===== config.mk =====
export PLATFORM = sky130hd
export DESIGN_NAME = flash_cmd_decoder
export DESIGN_NICKNAME = d
export VERILOG_FILES = /design/src/rtl/fcd_pkg.sv /design/src/rtl/fcd_ctrl.sv /design/src/rtl/fcd_dpath.sv /design/src/rtl/flash_cmd_decoder.sv
export SDC_FILE = /design/constraint.sdc
export NUM_CORES = 1
export LEC_CHECK = 0
export CELL_PAD_IN_SITES_DETAIL_PLACEMENT = 0
export CELL_PAD_IN_SITES_GLOBAL_PLACEMENT = 1
export CORE_ASPECT_RATIO = 0.75
export CORE_UTILIZATION = 49
export DETAILED_ROUTE_END_ITERATION = 7
export DONT_BUFFER_PORTS = 1
export PLACE_DENSITY = 0.85
export RECOVER_POWER = 100
export SYNTH_ARGS = -nofsm -noshare
export SYNTH_HDL_FRONTEND = slang
export SYNTH_SLANG_ARGS = --single-unit
export TNS_END_PERCENT = 30

===== constraint.sdc =====
create_clock -name clk -period 4.65 [get_ports clk]
set_input_delay 0.2325 -clock clk [delete_from_list [all_inputs] [get_ports clk]]
set_output_delay 0.2325 -clock clk [all_outputs]
set_load 0.02 [all_outputs]

===== src/rtl/fcd_pkg.sv =====
package fcd_pkg;

  typedef enum logic [3:0] {
    OP_NONE        = 4'd0,
    OP_CHIP_ERASE  = 4'd1,
    OP_PLANE_ERASE = 4'd2,
    OP_SECT_ERASE  = 4'd3,
    OP_PROGRAM     = 4'd4,
    OP_SUSPEND     = 4'd5,
    OP_RESUME      = 4'd6,
    OP_ID_ENTER    = 4'd7,
    OP_ID_EXIT     = 4'd8,
    OP_CFI         = 4'd9,
    OP_CFG_WRITE   = 4'd10,
    OP_SOFTLOCK    = 4'd11,
    OP_UNLOCK      = 4'd12,
    OP_HARDLOCK    = 4'd13
  } opCode_t;

  typedef enum logic [2:0] {
    ST_IDLE, ST_U1, ST_U2, ST_PROG, ST_CFG, ST_E3, ST_E4, ST_E5
  } seqState_t;

  // strobes from control to datapath
  typedef struct packed {
    logic    fire;
    opCode_t op;
  } ctrlStrb_t;

  localparam int CMP_ADDR_W = 11;   // bits 10:0 take part in matching
  localparam logic [CMP_ADDR_W-1:0] KEY_ADDR_A = 11'h555;
  localparam logic [CMP_ADDR_W-1:0] KEY_ADDR_B = 11'h2AA;
  localparam logic [CMP_ADDR_W-1:0] QUERY_ADDR = 11'h055;

endpackage


===== src/rtl/fcd_ctrl.sv =====
module fcd_ctrl
  import fcd_pkg::*;
(
  input  logic                  clk,
  input  logic                  rstN,
  input  logic                  wrEn,
  input  logic [CMP_ADDR_W-1:0] addrLo,
  input  logic [7:0]            dataLo,
  output ctrlStrb_t             strb
);

  seqState_t state, stateNext;

  logic      atKeyA, atKeyB;
  seqState_t idleNext;
  logic      idleFire;
  opCode_t   idleOp;

  assign atKeyA = (addrLo == KEY_ADDR_A);
  assign atKeyB = (addrLo == KEY_ADDR_B);

  // first-cycle decode, also used to re-examine a mismatching write
  always_comb begin
    idleNext = ST_IDLE;
    idleFire = 1'b0;
    idleOp   = OP_NONE;
    if (dataLo == 8'hAA && atKeyA) begin
      idleNext = ST_U1;
    end else begin
      unique case (dataLo)
        8'hB0: begin idleFire = 1'b1; idleOp = OP_SUSPEND; end
        8'h30: begin idleFire = 1'b1; idleOp = OP_RESUME;  end
        8'hF0: begin idleFire = 1'b1; idleOp = OP_ID_EXIT; end
        8'h98: if (addrLo == QUERY_ADDR) begin idleFire = 1'b1; idleOp = OP_CFI; end
        default: ;
      endcase
    end
  end

  always_comb begin
    logic useIdle;
    logic seqFire;
    opCode_t seqOp;
    useIdle   = 1'b0;
    seqFire   = 1'b0;
    seqOp     = OP_NONE;
    stateNext = ST_IDLE;
    unique case (state)
      ST_IDLE: useIdle = 1'b1;
      ST_U1: if (dataLo == 8'h55 && atKeyB) stateNext = ST_U2; else useIdle = 1'b1;
      ST_U2: begin
        if (atKeyA && dataLo == 8'hA0)      stateNext = ST_PROG;
        else if (atKeyA && dataLo == 8'h80) stateNext = ST_E3;
        else if (atKeyA && dataLo == 8'hE0) stateNext = ST_CFG;
        else if (atKeyA && dataLo == 8'h90) begin seqFire = 1'b1; seqOp = OP_ID_ENTER; end
        else if (atKeyA && dataLo == 8'hF0) begin seqFire = 1'b1; seqOp = OP_ID_EXIT; end
        else useIdle = 1'b1;
      end
      ST_PROG: begin seqFire = 1'b1; seqOp = OP_PROGRAM; end
      ST_CFG: begin
        if (dataLo == 8'h00 || dataLo == 8'h01) begin seqFire = 1'b1; seqOp = OP_CFG_WRITE; end
        else useIdle = 1'b1;
      end
      ST_E3: if (dataLo == 8'hAA && atKeyA) stateNext = ST_E4; else useIdle = 1'b1;
      ST_E4: if (dataLo == 8'h55 && atKeyB) stateNext = ST_E5; else useIdle = 1'b1;
      ST_E5: begin
        seqFire = 1'b1;
        unique case (dataLo)
          8'h10: if (atKeyA) seqOp = OP_CHIP_ERASE; else seqFire = 1'b0;
          8'h20: seqOp = OP_PLANE_ERASE;
          8'h30: seqOp = OP_SECT_ERASE;
          8'h40: seqOp = OP_SOFTLOCK;
          8'h60: seqOp = OP_HARDLOCK;
          8'h70: seqOp = OP_UNLOCK;
          default: seqFire = 1'b0;
        endcase
        useIdle = !seqFire;
      end
      default: useIdle = 1'b1;
    endcase

    strb.fire = 1'b0;
    strb.op   = OP_NONE;
    if (!wrEn) begin
      stateNext = state;
    end else if (useIdle) begin
      stateNext = idleNext;
      strb.fire = idleFire;
      strb.op   = idleOp;
    end else begin
      strb.fire = seqFire;
      strb.op   = seqOp;
    end
  end

  always_ff @(posedge clk) begin
    if (!rstN) state <= ST_IDLE;
    else       state <= stateNext;
  end

  AST_FIRE_RETURNS_IDLE: assert property (@(posedge clk) disable iff (!rstN)
    strb.fire |=> state == ST_IDLE);
  AST_PROG_DATA_FIRES: assert property (@(posedge clk) disable iff (!rstN)
    (state == ST_PROG && wrEn) |-> (strb.fire && strb.op == OP_PROGRAM));

endmodule


===== src/rtl/fcd_dpath.sv =====
module fcd_dpath
  import fcd_pkg::*;
#(
  parameter int ADDR_W = 22,
  parameter int DATA_W = 16,
  parameter int SECT_W = 4
) (
  input  logic                  clk,
  input  logic                  rstN,
  input  ctrlStrb_t             strb,
  input  logic [ADDR_W-1:0]     wrAddr,
  input  logic [DATA_W-1:0]     wrData,
  output logic                  cmdValid,
  output opCode_t               cmdOp,
  output logic [ADDR_W-1:0]     cmdAddr,
  output logic [DATA_W-1:0]     cmdData,
  output logic                  rejected,
  output logic                  idMode,
  output logic                  cfiMode,
  output logic                  suspended,
  output logic [1:0]            cfgReg,
  output logic [(1<<SECT_W)-1:0] hardLock
);

  localparam int NUM_SECT = 1 << SECT_W;

  logic [SECT_W-1:0]   sectIdx;
  logic                guarded, blocked, accept;
  logic [NUM_SECT-1:0] setLock;

  assign sectIdx = wrAddr[ADDR_W-1 -: SECT_W];
  assign guarded = (strb.op == OP_PROGRAM) || (strb.op == OP_SECT_ERASE);
  assign blocked = strb.fire && guarded && hardLock[sectIdx];
  assign accept  = strb.fire && !blocked;

  for (genvar gi = 0; gi < NUM_SECT; gi++) begin : g_lock
    assign setLock[gi] = accept && (strb.op == OP_HARDLOCK) && (sectIdx == SECT_W'(gi));
  end

  always_ff @(posedge clk) begin
    if (!rstN) begin
      cmdValid  <= 1'b0;
      rejected  <= 1'b0;
      cmdOp     <= OP_NONE;
      cmdAddr   <= '0;
      cmdData   <= '0;
      idMode    <= 1'b0;
      cfiMode   <= 1'b0;
      suspended <= 1'b0;
      cfgReg    <= 2'b00;
      hardLock  <= '0;
    end else begin
      cmdValid <= accept;
      rejected <= blocked;
      hardLock <= hardLock | setLock;
      if (strb.fire) begin
        cmdOp   <= strb.op;
        cmdAddr <= wrAddr;
        cmdData <= wrData;
      end
      if (accept) begin
        unique case (strb.op)
          OP_SUSPEND:   suspended <= 1'b1;
          OP_RESUME:    suspended <= 1'b0;
          OP_ID_ENTER:  idMode    <= 1'b1;
          OP_ID_EXIT:   begin idMode <= 1'b0; cfiMode <= 1'b0; end
          OP_CFI:       cfiMode   <= 1'b1;
          OP_CFG_WRITE: cfgReg    <= wrData[1:0];
          default: ;
        endcase
      end
    end
  end

  AST_PULSE_OR_REJECT: assert property (@(posedge clk) disable iff (!rstN)
    !(cmdValid && rejected));
  AST_REJECT_GUARDED_ONLY: assert property (@(posedge clk) disable iff (!rstN)
    rejected |-> (cmdOp == OP_PROGRAM || cmdOp == OP_SECT_ERASE));
  AST_LOCK_STICKY: assert property (@(posedge clk) disable iff (!rstN)
    (hardLock & $past(hardLock)) == $past(hardLock));
  AST_CFG_LEGAL: assert property (@(posedge clk) disable iff (!rstN)
    !cfgReg[1]);
  AST_CFG_ONLY_ON_CMD: assert property (@(posedge clk) disable iff (!rstN)
    (cfgReg != $past(cfgReg)) |-> (cmdValid && cmdOp == OP_CFG_WRITE));

endmodule


===== src/rtl/flash_cmd_decoder.sv =====
module flash_cmd_decoder
  import fcd_pkg::*;
#(
  parameter int ADDR_W = 22,
  parameter int DATA_W = 16,
  parameter int SECT_W = 4
) (
  input  logic                    clk,
  input  logic                    rstN,
  input  logic                    wrEn,
  input  logic [ADDR_W-1:0]       wrAddr,
  input  logic [DATA_W-1:0]       wrData,
  output logic                    cmdValid,
  output logic [3:0]              cmdOp,
  output logic [ADDR_W-1:0]       cmdAddr,
  output logic [DATA_W-1:0]       cmdData,
  output logic                    rejected,
  output logic                    idMode,
  output logic                    cfiMode,
  output logic                    suspended,
  output logic [1:0]              cfgReg,
  output logic [(1<<SECT_W)-1:0]  hardLock
);

  ctrlStrb_t strb;
  opCode_t   opReg;

  fcd_ctrl i_ctrl (
    .clk    (clk),
    .rstN   (rstN),
    .wrEn   (wrEn),
    .addrLo (wrAddr[CMP_ADDR_W-1:0]),
    .dataLo (wrData[7:0]),
    .strb   (strb)
  );

  fcd_dpath #(.ADDR_W(ADDR_W), .DATA_W(DATA_W), .SECT_W(SECT_W)) i_dpath (
    .clk       (clk),
    .rstN      (rstN),
    .strb      (strb),
    .wrAddr    (wrAddr),
    .wrData    (wrData),
    .cmdValid  (cmdValid),
    .cmdOp     (opReg),
    .cmdAddr   (cmdAddr),
    .cmdData   (cmdData),
    .rejected  (rejected),
    .idMode    (idMode),
    .cfiMode   (cfiMode),
    .suspended (suspended),
    .cfgReg    (cfgReg),
    .hardLock  (hardLock)
  );

  assign cmdOp = opReg;

  AST_PULSE_NEEDS_WRITE: assert property (@(posedge clk) disable iff (!rstN)
    (cmdValid || rejected) |-> $past(wrEn));

endmodule


==> out/summary.txt <==
status -> finished, final reports clean
CTS resizes -> 0
Congestion Overflow GR -> 0
row count -> 26
WS Path Type -> reg2reg
drt first pass iters -> 6
I/O Buffers -> 0
clk root buf -> clkbuf_8
largest net degree at the start of global routing -> 97
post-DP HPWL -> 5950 µm
fillers -> 654
Die Ht -> 75.1 µm
drt total wl -> 8670 µm
via count -> 2960
sequential share of power -> 0.512
post-route ant nets -> 0
Lkg Pwr -> 1.27 nW
clk_skew -> 0.00974 ns
Total GRT Usage -> 0.233
post-layout util -> 0.540
Rel. slew slack -> 0.537
total of max-cap violations -> 0
Seq/Total Area, Yosys -> 0.390
Final Net Count -> 446
portion of total power attributed to the clock network -> 0.440
number of global-route vias before repair -> 2637
slowest CP cell -> nor4b_1
H-tree Lvls -> 3
FF/Latch Area -> 1360 µm²
multi-input logic area -> 1940 µm²
CP cell instances -> nor4b_1 > nand2_1 > a221oi_1 > and4bb_1 > nor4b_1 > or3b_1 > o21ai_0
Synth Net Count -> 460
Longest Clk Path Bufs -> 2
die width -> 99.4 µm
routability cong. -> 0.915
design internal power -> 895 µW
combinational share of power -> 0.048
commonest non-fill, non-tap cell in the layout -> nand2_1
most frequent cells in the layout -> nand2_1 (118), dfxtp_1 (68), mux2i_1 (40), o21ai_0 (21)
vias per cell -> 6.04
Area Overhead vs Synth -> 5.74%
cell area after synthesis -> 3490 µm²
Final Slew Violations -> 0
Fmax achieved -> 304 MHz
drt drc -> 0
setup TNS -> 0 ns
Final setup viols -> 0
Hold WC Path Type -> in2reg
CP Capture Type -> register
Slowest Stage Delay on Critical Path -> 0.61 ns
area share of the leading cell type in the synthesized netlist -> 0.390
Initial DRC Count -> 264
share of cells above drive strength 1 -> 0.0714
VDD IR max -> 162 µV
Hold Vio Cnt, Final -> 0
asr flop ratio synth -> 0
Final min period -> 3.28 ns
synthesized flop and latch total -> 68
critical path peak fanout -> 16
Die ar. -> 7460 µm²
Yosys warnings -> 0
RSZ-0062 raised after global routing -> no
Distinct cells, synth -> 61
Tightest Pin Transition -> 0.694 ns
CORE AREA -> 6830 µm²
syn avg cell area -> 8.41 µm²
dpl ws -> 1.61 ns
Crit path top cell by count -> nor4b_1
switching share of power -> 0.245
Num CTS Buffers -> 9
Yosys top cell by area -> dfxtp_1
Switch Pwr -> 290 µW
WP data arrival -> 3.56 ns
Worst Path Required -> 4.92 ns
initial antenna violation count -> 0
top cells by area, synth -> dfxtp_1 (39%), nand2_1 (13%), mux2i_1 (11%)
CTS tree -> done
num ports -> 106
PwrDens -> 321 nW/µm²
Post-Synthesis Cells -> 415
global-route wire length before repair -> 13400 µm
ANT cells -> 0
Clk pin slew, worst setup/hold paths -> 0.07 ns
startpoint types -> register
DR WL/cell -> 17.7 µm
clock sinks -> 68
starting density of the core -> 0.511
Final Worst Setup Slack -> 1.37 ns
clock latency on the worst-skew pair -> 0.35 ns
ys flop type -> dfxtp_1
Final period util -> 0.706
EDFF count, synth -> 0
[power by group through the flow]
stage / Sequential (mW) / Clock [mW] / Combinational (mW)
after global placement: 0.621 / 0 / 0.0517
after CTS: 0.607 / 0.535 / 0.0561
final: 0.607 / 0.522 / 0.0567
after global routing: 0.608 / 0.563 / 0.0627
after detailed placement: 0.621 / 0 / 0.0528
after floorplan: 0.619 / 0 / 0.0660
[cell families after synthesis]
| family | after synthesis | share of synthesized area |
|---|---|---|
| AOI/OAI and AO/OA | 58 | 0.109 |
| adders and majority gates | 4 | 0.0143 |
| buffers and inverters | 39 | 0.0481 |
| DFF | 68 | 0.390 |
| muxes | 46 | 0.150 |
| and+or+nand+nor | 200 | 0.288 |
[sequential cells by signal, summed over array words and instances, names as in the netlist]
register           flops
i_dpath.hardLock      16
i_dpath.rejected       1
i_dpath.suspended      1
i_dpath.cfiMode        1
i_dpath.cfgReg         2
i_dpath.cmdData       16
i_dpath.cmdValid       1
i_dpath.cmdOp          4
i_dpath.cmdAddr       22
i_ctrl.state           3
i_dpath.idMode         1
[synth_stat cells, drive strengths merged (2+ instances only)]
master / count
a31oi: 3
dfxtp: 68
or4: 2
o21ai: 23
and2: 4
nand2b: 7
buf: 8
nand3b: 4
nor3: 5
o311ai: 2
and3: 5
a211oi: 2
nor4b: 5
clkbuf: 21
and4bb: 2
o41ai: 2
ha: 4
nor4: 4
inv: 10
o32ai: 2
nand4: 8
nor2: 11
mux2i: 40
nor3b: 2
nand3: 8
a21oi: 8
nand2: 118
mux4: 5
nand4b: 2
o211ai: 3
and4: 2
nor2b: 5
or3: 2
[timing repair]
item | CTS | global route
endpoints found under the hold margin | 14 | 1
endpoints found under the setup margin | 0 | 0
hold buffers | 2 | 1
buffers inserted | 0 | 0
[routing by layer]
metal | wire (µm) | track usage | vias up
met5 | 0 | 0 | -
met4 | 97 | 0.0605 | 0
met3 | 815 | 0.0910 | 15
met2 | 3680 | 0.346 | 131
met1 | 4070 | 0.318 | 1379
li1 | - | - | 1435
[metrics by stage]
stage          hold slack, ns  total power, mW  cells  area [µm²]
3_3_place_gp            0.346            0.672    471        3470
6_report               0.0147             1.19    490        3690
5_1_grt             -0.000672             1.23    490        3690
2_1_floorplan           0.375            0.685    415        3490
4_1_cts             0.0000353             1.20    489        3700
3_5_place_dp            0.354            0.673    471        3470
[area by class of cell]
type | count | area share
inverter | 10 | 0.0102
timing repair buffer | 4 | 0.0102
clock inverter | 5 | 0.0159
multi-input combinational | 308 | 0.525
clock buffer | 11 | 0.0410
tap | 84 | 0.0285
sequential | 68 | 0.369
[path summary, 6_finish.rpt]
path                           from  cells past startpoint  slack (ns)                  end
setup / recovery    i_ctrl.state[2]                      7        1.37  i_dpath.hardLock[4]
setup reg to reg    i_ctrl.state[2]                      7        1.37  i_dpath.hardLock[4]
hold reg to reg   i_dpath.cfgReg[1]                      2        0.54    i_dpath.cfgReg[1]
hold / removal                 rstN                      2        0.01  i_dpath.hardLock[4]
[critical path: cells and delay by family (launching register included)]
| kind | cells | cell delay [ns] |
|---|---|---|
| AOI/OAI and AO/OA | 2 | 0.50 |
| and+or+nand+nor | 5 | 2.15 |
| DFF | 1 | 0.56 |
Power figures use the tool's default switching activity.
